**src/rtl/wrr_pkg.sv**
```systemverilog
package wrr_pkg;
   localparam int unsigned WRR_MAX_REQ = 16;
   localparam int unsigned WRR_MAX_CNT_W = 8;
endpackage

```
**src/rtl/wrr_qualify.sv**
```systemverilog
module wrr_qualify #(
   parameter int NUM_REQ     = 4,
   parameter int CNT_W       = 4,
   parameter bit OVERRIDE_EN = 1'b1
) (
   input  logic [NUM_REQ-1:0]       req,
   input  logic [NUM_REQ*CNT_W-1:0] cfg_repeat,
   input  logic [NUM_REQ*CNT_W-1:0] cfg_hold,
   input  logic [NUM_REQ-1:0]       cfg_enable,
   input  logic [NUM_REQ-1:0]       cfg_override,
   output logic [NUM_REQ-1:0]       weighted,
   output logic [NUM_REQ-1:0]       suppressed
);
   logic [NUM_REQ-1:0] claim;

   generate
      if (OVERRIDE_EN) begin : g_ovr
         assign claim = cfg_override & req;
         for (genvar i = 0; i < NUM_REQ; i++) begin : g_sup
            localparam logic [NUM_REQ-1:0] SELF = NUM_REQ'(1) << i;
            assign suppressed[i] = |(claim & ~SELF);
         end
      end else begin : g_no_ovr
         assign claim      = '0;
         assign suppressed = '0;
      end
   endgenerate

   for (genvar i = 0; i < NUM_REQ; i++) begin : g_w
      assign weighted[i] = cfg_enable[i]
                           & (cfg_repeat[i*CNT_W +: CNT_W] != '0)
                           & (cfg_hold[i*CNT_W +: CNT_W] != '0)
                           & ~suppressed[i];
   end
endmodule

```
**src/rtl/wrr_rr_pick.sv**
```systemverilog
module wrr_rr_pick #(
   parameter int NUM_REQ = 4,
   parameter int IDX_W   = $clog2(NUM_REQ)
) (
   input  logic [NUM_REQ-1:0] req,
   input  logic [IDX_W-1:0]   last,
   output logic               vld,
   output logic [IDX_W-1:0]   win
);
   always_comb begin
      int              idx;
      logic [IDX_W-1:0] cand;
      idx  = 0;
      cand = '0;
      vld  = 1'b0;
      win  = last;
      // farthest first, so the nearest requester after 'last' overwrites
      for (int k = NUM_REQ; k >= 1; k--) begin
         idx  = (int'(last) + k) % NUM_REQ;
         cand = IDX_W'(idx);
         if (req[cand]) begin
            vld = 1'b1;
            win = cand;
         end
      end
   end
endmodule

```
**src/rtl/wrr_bus_arbiter.sv**
```systemverilog
module wrr_bus_arbiter #(
   parameter int NUM_REQ     = 4,
   parameter int CNT_W       = 4,
   parameter bit OVERRIDE_EN = 1'b1
) (
   input  logic                     clk,
   input  logic                     rst_n,
   input  logic                     req_cpu,
   input  logic [NUM_REQ-2:0]       req_ext_n,
   input  logic                     bus_idle,
   input  logic [NUM_REQ*CNT_W-1:0] cfg_repeat,
   input  logic [NUM_REQ*CNT_W-1:0] cfg_hold,
   input  logic [NUM_REQ-1:0]       cfg_enable,
   input  logic [NUM_REQ-1:0]       cfg_override,
   output logic [NUM_REQ-1:0]       grant
);
   import wrr_pkg::*;

   localparam int IDX_W = $clog2(NUM_REQ);
   localparam logic [IDX_W-1:0] CPU_IDX = IDX_W'(NUM_REQ - 1);

   generate
      if (NUM_REQ < 2 || NUM_REQ > WRR_MAX_REQ) begin : g_bad_num
         $error("wrr_bus_arbiter: NUM_REQ out of range");
      end
      if (CNT_W < 1 || CNT_W > WRR_MAX_CNT_W) begin : g_bad_cnt
         $error("wrr_bus_arbiter: CNT_W out of range");
      end
   endgenerate

   logic [NUM_REQ-1:0] req;
   logic [NUM_REQ-1:0] weighted;
   logic [NUM_REQ-1:0] suppressed;
   logic [CNT_W-1:0]   rep_a  [NUM_REQ];
   logic [CNT_W-1:0]   hold_a [NUM_REQ];

   logic [NUM_REQ-1:0] gnt_q, gnt_d;
   logic [IDX_W-1:0]   last_q, last_d;
   logic [CNT_W-1:0]   credit_q, credit_d;
   logic [CNT_W-1:0]   hold_q, hold_d;

   logic               pick_vld;
   logic [IDX_W-1:0]   pick_idx;
   logic               hold_run;
   logic               again;

   assign req = {req_cpu, ~req_ext_n};

   for (genvar g = 0; g < NUM_REQ; g++) begin : g_fields
      assign rep_a[g]  = cfg_repeat[g*CNT_W +: CNT_W];
      assign hold_a[g] = cfg_hold[g*CNT_W +: CNT_W];
   end

   wrr_qualify #(
      .NUM_REQ(NUM_REQ), .CNT_W(CNT_W), .OVERRIDE_EN(OVERRIDE_EN)
   ) u_qual (
      .req(req), .cfg_repeat(cfg_repeat), .cfg_hold(cfg_hold),
      .cfg_enable(cfg_enable), .cfg_override(cfg_override),
      .weighted(weighted), .suppressed(suppressed)
   );

   wrr_rr_pick #(.NUM_REQ(NUM_REQ), .IDX_W(IDX_W)) u_pick (
      .req(req), .last(last_q), .vld(pick_vld), .win(pick_idx)
   );

   // a running hold is dropped as soon as another requestor overrides it
   assign hold_run = (hold_q != '0) && !suppressed[last_q];
   assign again    = (credit_q != '0) && weighted[last_q] && req[last_q];

   always_comb begin
      gnt_d    = '0;
      last_d   = last_q;
      credit_d = credit_q;
      hold_d   = hold_q;
      if (hold_run) begin
         if (bus_idle) hold_d = hold_q - 1'b1;
      end else begin
         hold_d = '0;
         if (again) begin
            gnt_d[last_q] = 1'b1;
            credit_d      = credit_q - 1'b1;
            hold_d        = hold_a[last_q];
         end else if (pick_vld) begin
            gnt_d[pick_idx] = 1'b1;
            last_d          = pick_idx;
            credit_d        = weighted[pick_idx] ? rep_a[pick_idx] - 1'b1 : '0;
            hold_d          = weighted[pick_idx] ? hold_a[pick_idx] : '0;
         end
      end
   end

   always_ff @(posedge clk or negedge rst_n) begin
      if (!rst_n) begin
         gnt_q    <= '0;
         last_q   <= CPU_IDX;
         credit_q <= '0;
         hold_q   <= '0;
      end else begin
         gnt_q    <= gnt_d;
         last_q   <= last_d;
         credit_q <= credit_d;
         hold_q   <= hold_d;
      end
   end

   assign grant = gnt_q;

   AST_GNT_ONEHOT: assert property (@(posedge clk) disable iff (!rst_n)
      $onehot0(grant));

   AST_GNT_HAD_REQ: assert property (@(posedge clk) disable iff (!rst_n)
      (|gnt_d) |=> |(grant & $past(req)));

   AST_IDLE_NO_GNT: assert property (@(posedge clk) disable iff (!rst_n)
      (req == '0) |=> (grant == '0));

   AST_HOLD_BLOCKS: assert property (@(posedge clk) disable iff (!rst_n)
      hold_run |=> (grant == '0));

   AST_HOLD_FROZEN: assert property (@(posedge clk) disable iff (!rst_n)
      (hold_run && !bus_idle) |=> (hold_q == $past(hold_q)));

   AST_PTR_KEPT: assert property (@(posedge clk) disable iff (!rst_n)
      (grant == '0) |-> (last_q == $past(last_q)) || $past(!rst_n));
endmodule

```
**config.mk**
```make
export PLATFORM = sky130hd
export DESIGN_NAME = wrr_bus_arbiter
export DESIGN_NICKNAME = d
export VERILOG_FILES = /design/src/rtl/wrr_pkg.sv /design/src/rtl/wrr_qualify.sv /design/src/rtl/wrr_rr_pick.sv /design/src/rtl/wrr_bus_arbiter.sv
export SDC_FILE = /design/constraint.sdc
export NUM_CORES = 1
export LEC_CHECK = 0
export BUFFER_PORTS_ARGS = -buffer_cell sky130_fd_sc_hd__buf_2
export CORE_ASPECT_RATIO = 0.9
export CORE_UTILIZATION = 53
export DETAILED_ROUTE_END_ITERATION = 16
export PLACE_DENSITY = 0.83
export SYNTH_ARGS = -nofsm -noshare
export SYNTH_HDL_FRONTEND = slang
export SYNTH_SLANG_ARGS = --single-unit
```
**constraint.sdc**
```tcl
create_clock -name clk -period 3.7 [get_ports clk]
set_clock_uncertainty 0.15 [all_clocks]
set_input_delay 0.74 -clock clk [delete_from_list [all_inputs] [get_ports clk]]
set_output_delay 0.74 -clock clk [all_outputs]
set_load 0.05 [all_outputs]
```
==> results.toml <==
[final_layout]
drive_above_1_share_pct = 32.8
final_area_mm2 = 0.00212
filler_cell_count = 290
multiInputGateArea_mm2 = 0.00134
syn2layout_area_growth_pct = 18.0
nets = 308
seq_area_um2 = 353
final_cell_mix = "buf_2 (50), mux2i_1 (25), nand2_1 (17), dfrtp_1 (12)"
mostFrequentLayoutCell = "buf_2"
antennaDiodeCount = 0

[power]
pwr-share-clk_pct = 7.0
p_switching_uw = 885
switching_share_pct = 48.9
ir_worst_vdd_mv = 0.407
p_int_uw = 924
pwr-share-seq_pct = 15.0
power-per-cell-area_mw_per_mm2 = 855
leakage_uw = 0.000975
combPwrFrac_pct = 78.0

[synthesis]
synth_top_area_share_pct = 16.7
synth_edf_count = 0
synth_async_sr_flop_share_pct = 100
synthTopCellsByArea = "dfrtp_1 (17%), mux2i_1 (14%), mux4_2 (7.5%), ha_1 (4.9%), nand2_1 (3.6%)"
ys_ff_latch = 14
yosysSeqAreaShare_pct = 19.7
yosysTopAreaCell = "dfrtp_1"
ys_types = 55
synth_ff_type = "dfrtp_1"
ys_warn_count = 0
syn_area_per_cell_um2 = 8.66
synth_area_mm2 = 0.00179
synthesis.nets = 261
synth_cells = 207

[global_routing]
grt_max_degree = 25
use_met2_pct = 47.3
grt_overflow = 0
antenna_found_initial = 0
grtUsageTotal_pct = 27.4
grtUsageMet1_pct = 34.4
grt_busiest_layer = "met2"
grt_pass1_wl_um = 7750
grt_pass1_vias = 1773
met3_usage_pct = 5.40

[setup_path]
cp_slowest_stage_delay_ns = 0.53
path_class = "flip-flop to flip-flop"
crit_required_ns = 3.72
critPathArrivalTime_ns = 3.34
cp-end-kind = "flip-flop"
rr_worst_depth = 11
crit_family = "simple AND/OR/NAND/NOR gates"
cp_slowest_cell = "dfstp_2"
path_depth = 11
path_buf_inv = 2
path_cells = "inv_2 -> ha_1 -> mux2i_1 -> a211oi_1 -> nand2_1 -> nand2_1 -> mux2i_1 -> inv_1 -> ha_1 -> nor3b_1 -> a2bb2oi_1"
startpoint_type = "flip-flop"
crit_fanout = 7

[clock_network]
cts_hold_buf = 0
cts_made_buffers = 3
tritoncts = "done"
clockBufferDepth = 2
h-tree-depth = 1
clk_latency_ns = 0.24
cts-root-buf = "clkbuf_8"
cts_setup_buffers = 0
ctsResizeCount = 0
cts.sinks = 14
path_clk_slew_ns = 0.06

[drt]
routed_wirelength_um = 4630
wire_per_inst_um = 15.7
vias = 1859
dr.pass1.iters = 4
drt_iter0_drc = 111
routed_via_density = 6.30
postRouteAntennaNets = 0
drc = 0

[sta]
slew_headroom_pct = 24.9
max_slew.worst_pin.slew_ns = 1.12
grt_setup_unrepaired = "false"
drv_slew = 0
setup_viol = 0
period_minus_slack_ns = 3.33
tns_ns = 0
hold_viol_final = 0
fmax_mhz = 301
fin_crit_sh_pct = 89.9

[floorplanning]
core-area_mm2 = 0.00314
die_y_um = 57.2
rows = 19
io_pins = 51
dieArea_mm2 = 0.00362
die_w_um = 63.3
initial_core_util_pct = 57.1

[place]
post_dp_cell_area_mm2 = 0.00207
portBuffers = 50
routabilityCongestion = 0.890
dpl.hpwl_um = 3690

[worst_hold_path]
min_path_type = "input pin to asynchronous set/reset pin"

[run]
drv_cap = 0

[run_status]
status = "complete, no violations"
state kept, by name (all words and copies together), names as in the netlist:
signal    flops
hold_q        4
grant         4
credit_q      4
last_q        2
kinds of logic after synthesis:
family | synth area share (%)
XOR/XNOR | 1.95
multiplexers | 22.7
AND/OR/NAND/NOR | 26.9
buffers and inverters | 5.79
flip-flops | 19.7
adder cells (fa/ha/maj) | 4.88
AO/OA/AOI/OAI | 18.1
final timing paths:
check / from / to / slack [ns]
setup / recovery: last_q[0] / credit_q[1] / 0.37
max in group asynchronous: rst_n / last_q[0] / 2.88
hold reg to reg: credit_q[1] / credit_q[1] / 0.41
hold / removal: rst_n / credit_q[2] / 0.23
setup reg to reg: last_q[0] / credit_q[1] / 0.37
min in group clk: credit_q[1] / credit_q[1] / 0.41
power groups by stage:
stage / clock network, uW / logic, uW / registers (uW)
4_1_cts: 130 / 1400 / 271
6_report: 127 / 1410 / 271
5_1_grt: 140 / 1540 / 278
2_1_floorplan: 0 / 1080 / 314
3_3_place_gp: 0 / 1370 / 270
3_5_place_dp: 0 / 1390 / 273
layout make-up:
class                   count  share of cell area, %
inverters                   9                   1.60
repair buffers             56                   14.0
well taps                  42                   2.48
clock buffers               4                   2.13
flip-flops and latches     14                   16.7
multi-input cells         170                   63.2
cells in the mapped netlist (all sizes together) (4+ instances only):
cell	instances
mux2i	25
nand2	17
nand3	13
dfrtp	12
a21oi	11
nor2	10
buf	9
inv	9
nand4	8
ha	7
nor4	7
o21ai	7
a31oi	6
mux4	6
clkbuf	5
nor2b	4
or4	4
per-stage QoR:
stage               power [uW]  instances  utilization (%)  worst slack, ns  hold slack, ns
finish                    1810        295             67.4            0.374           0.231
global route              1960        295             67.4            0.167           0.245
CTS                       1800        295             67.4            0.379           0.239
detailed placement        1670        291             66.0            0.428           0.389
global placement          1640        291             66.0            0.506           0.384
floorplan                 1390        207                -            0.464           0.294
routing by layer:
metal / up-vias / routed length [um]
met5: - / 0
met4: 0 / 107
li1: 888 / -
met1: 873 / 1900
met3: 12 / 352
met2: 86 / 2270
Power figures use the tool's default switching activity.
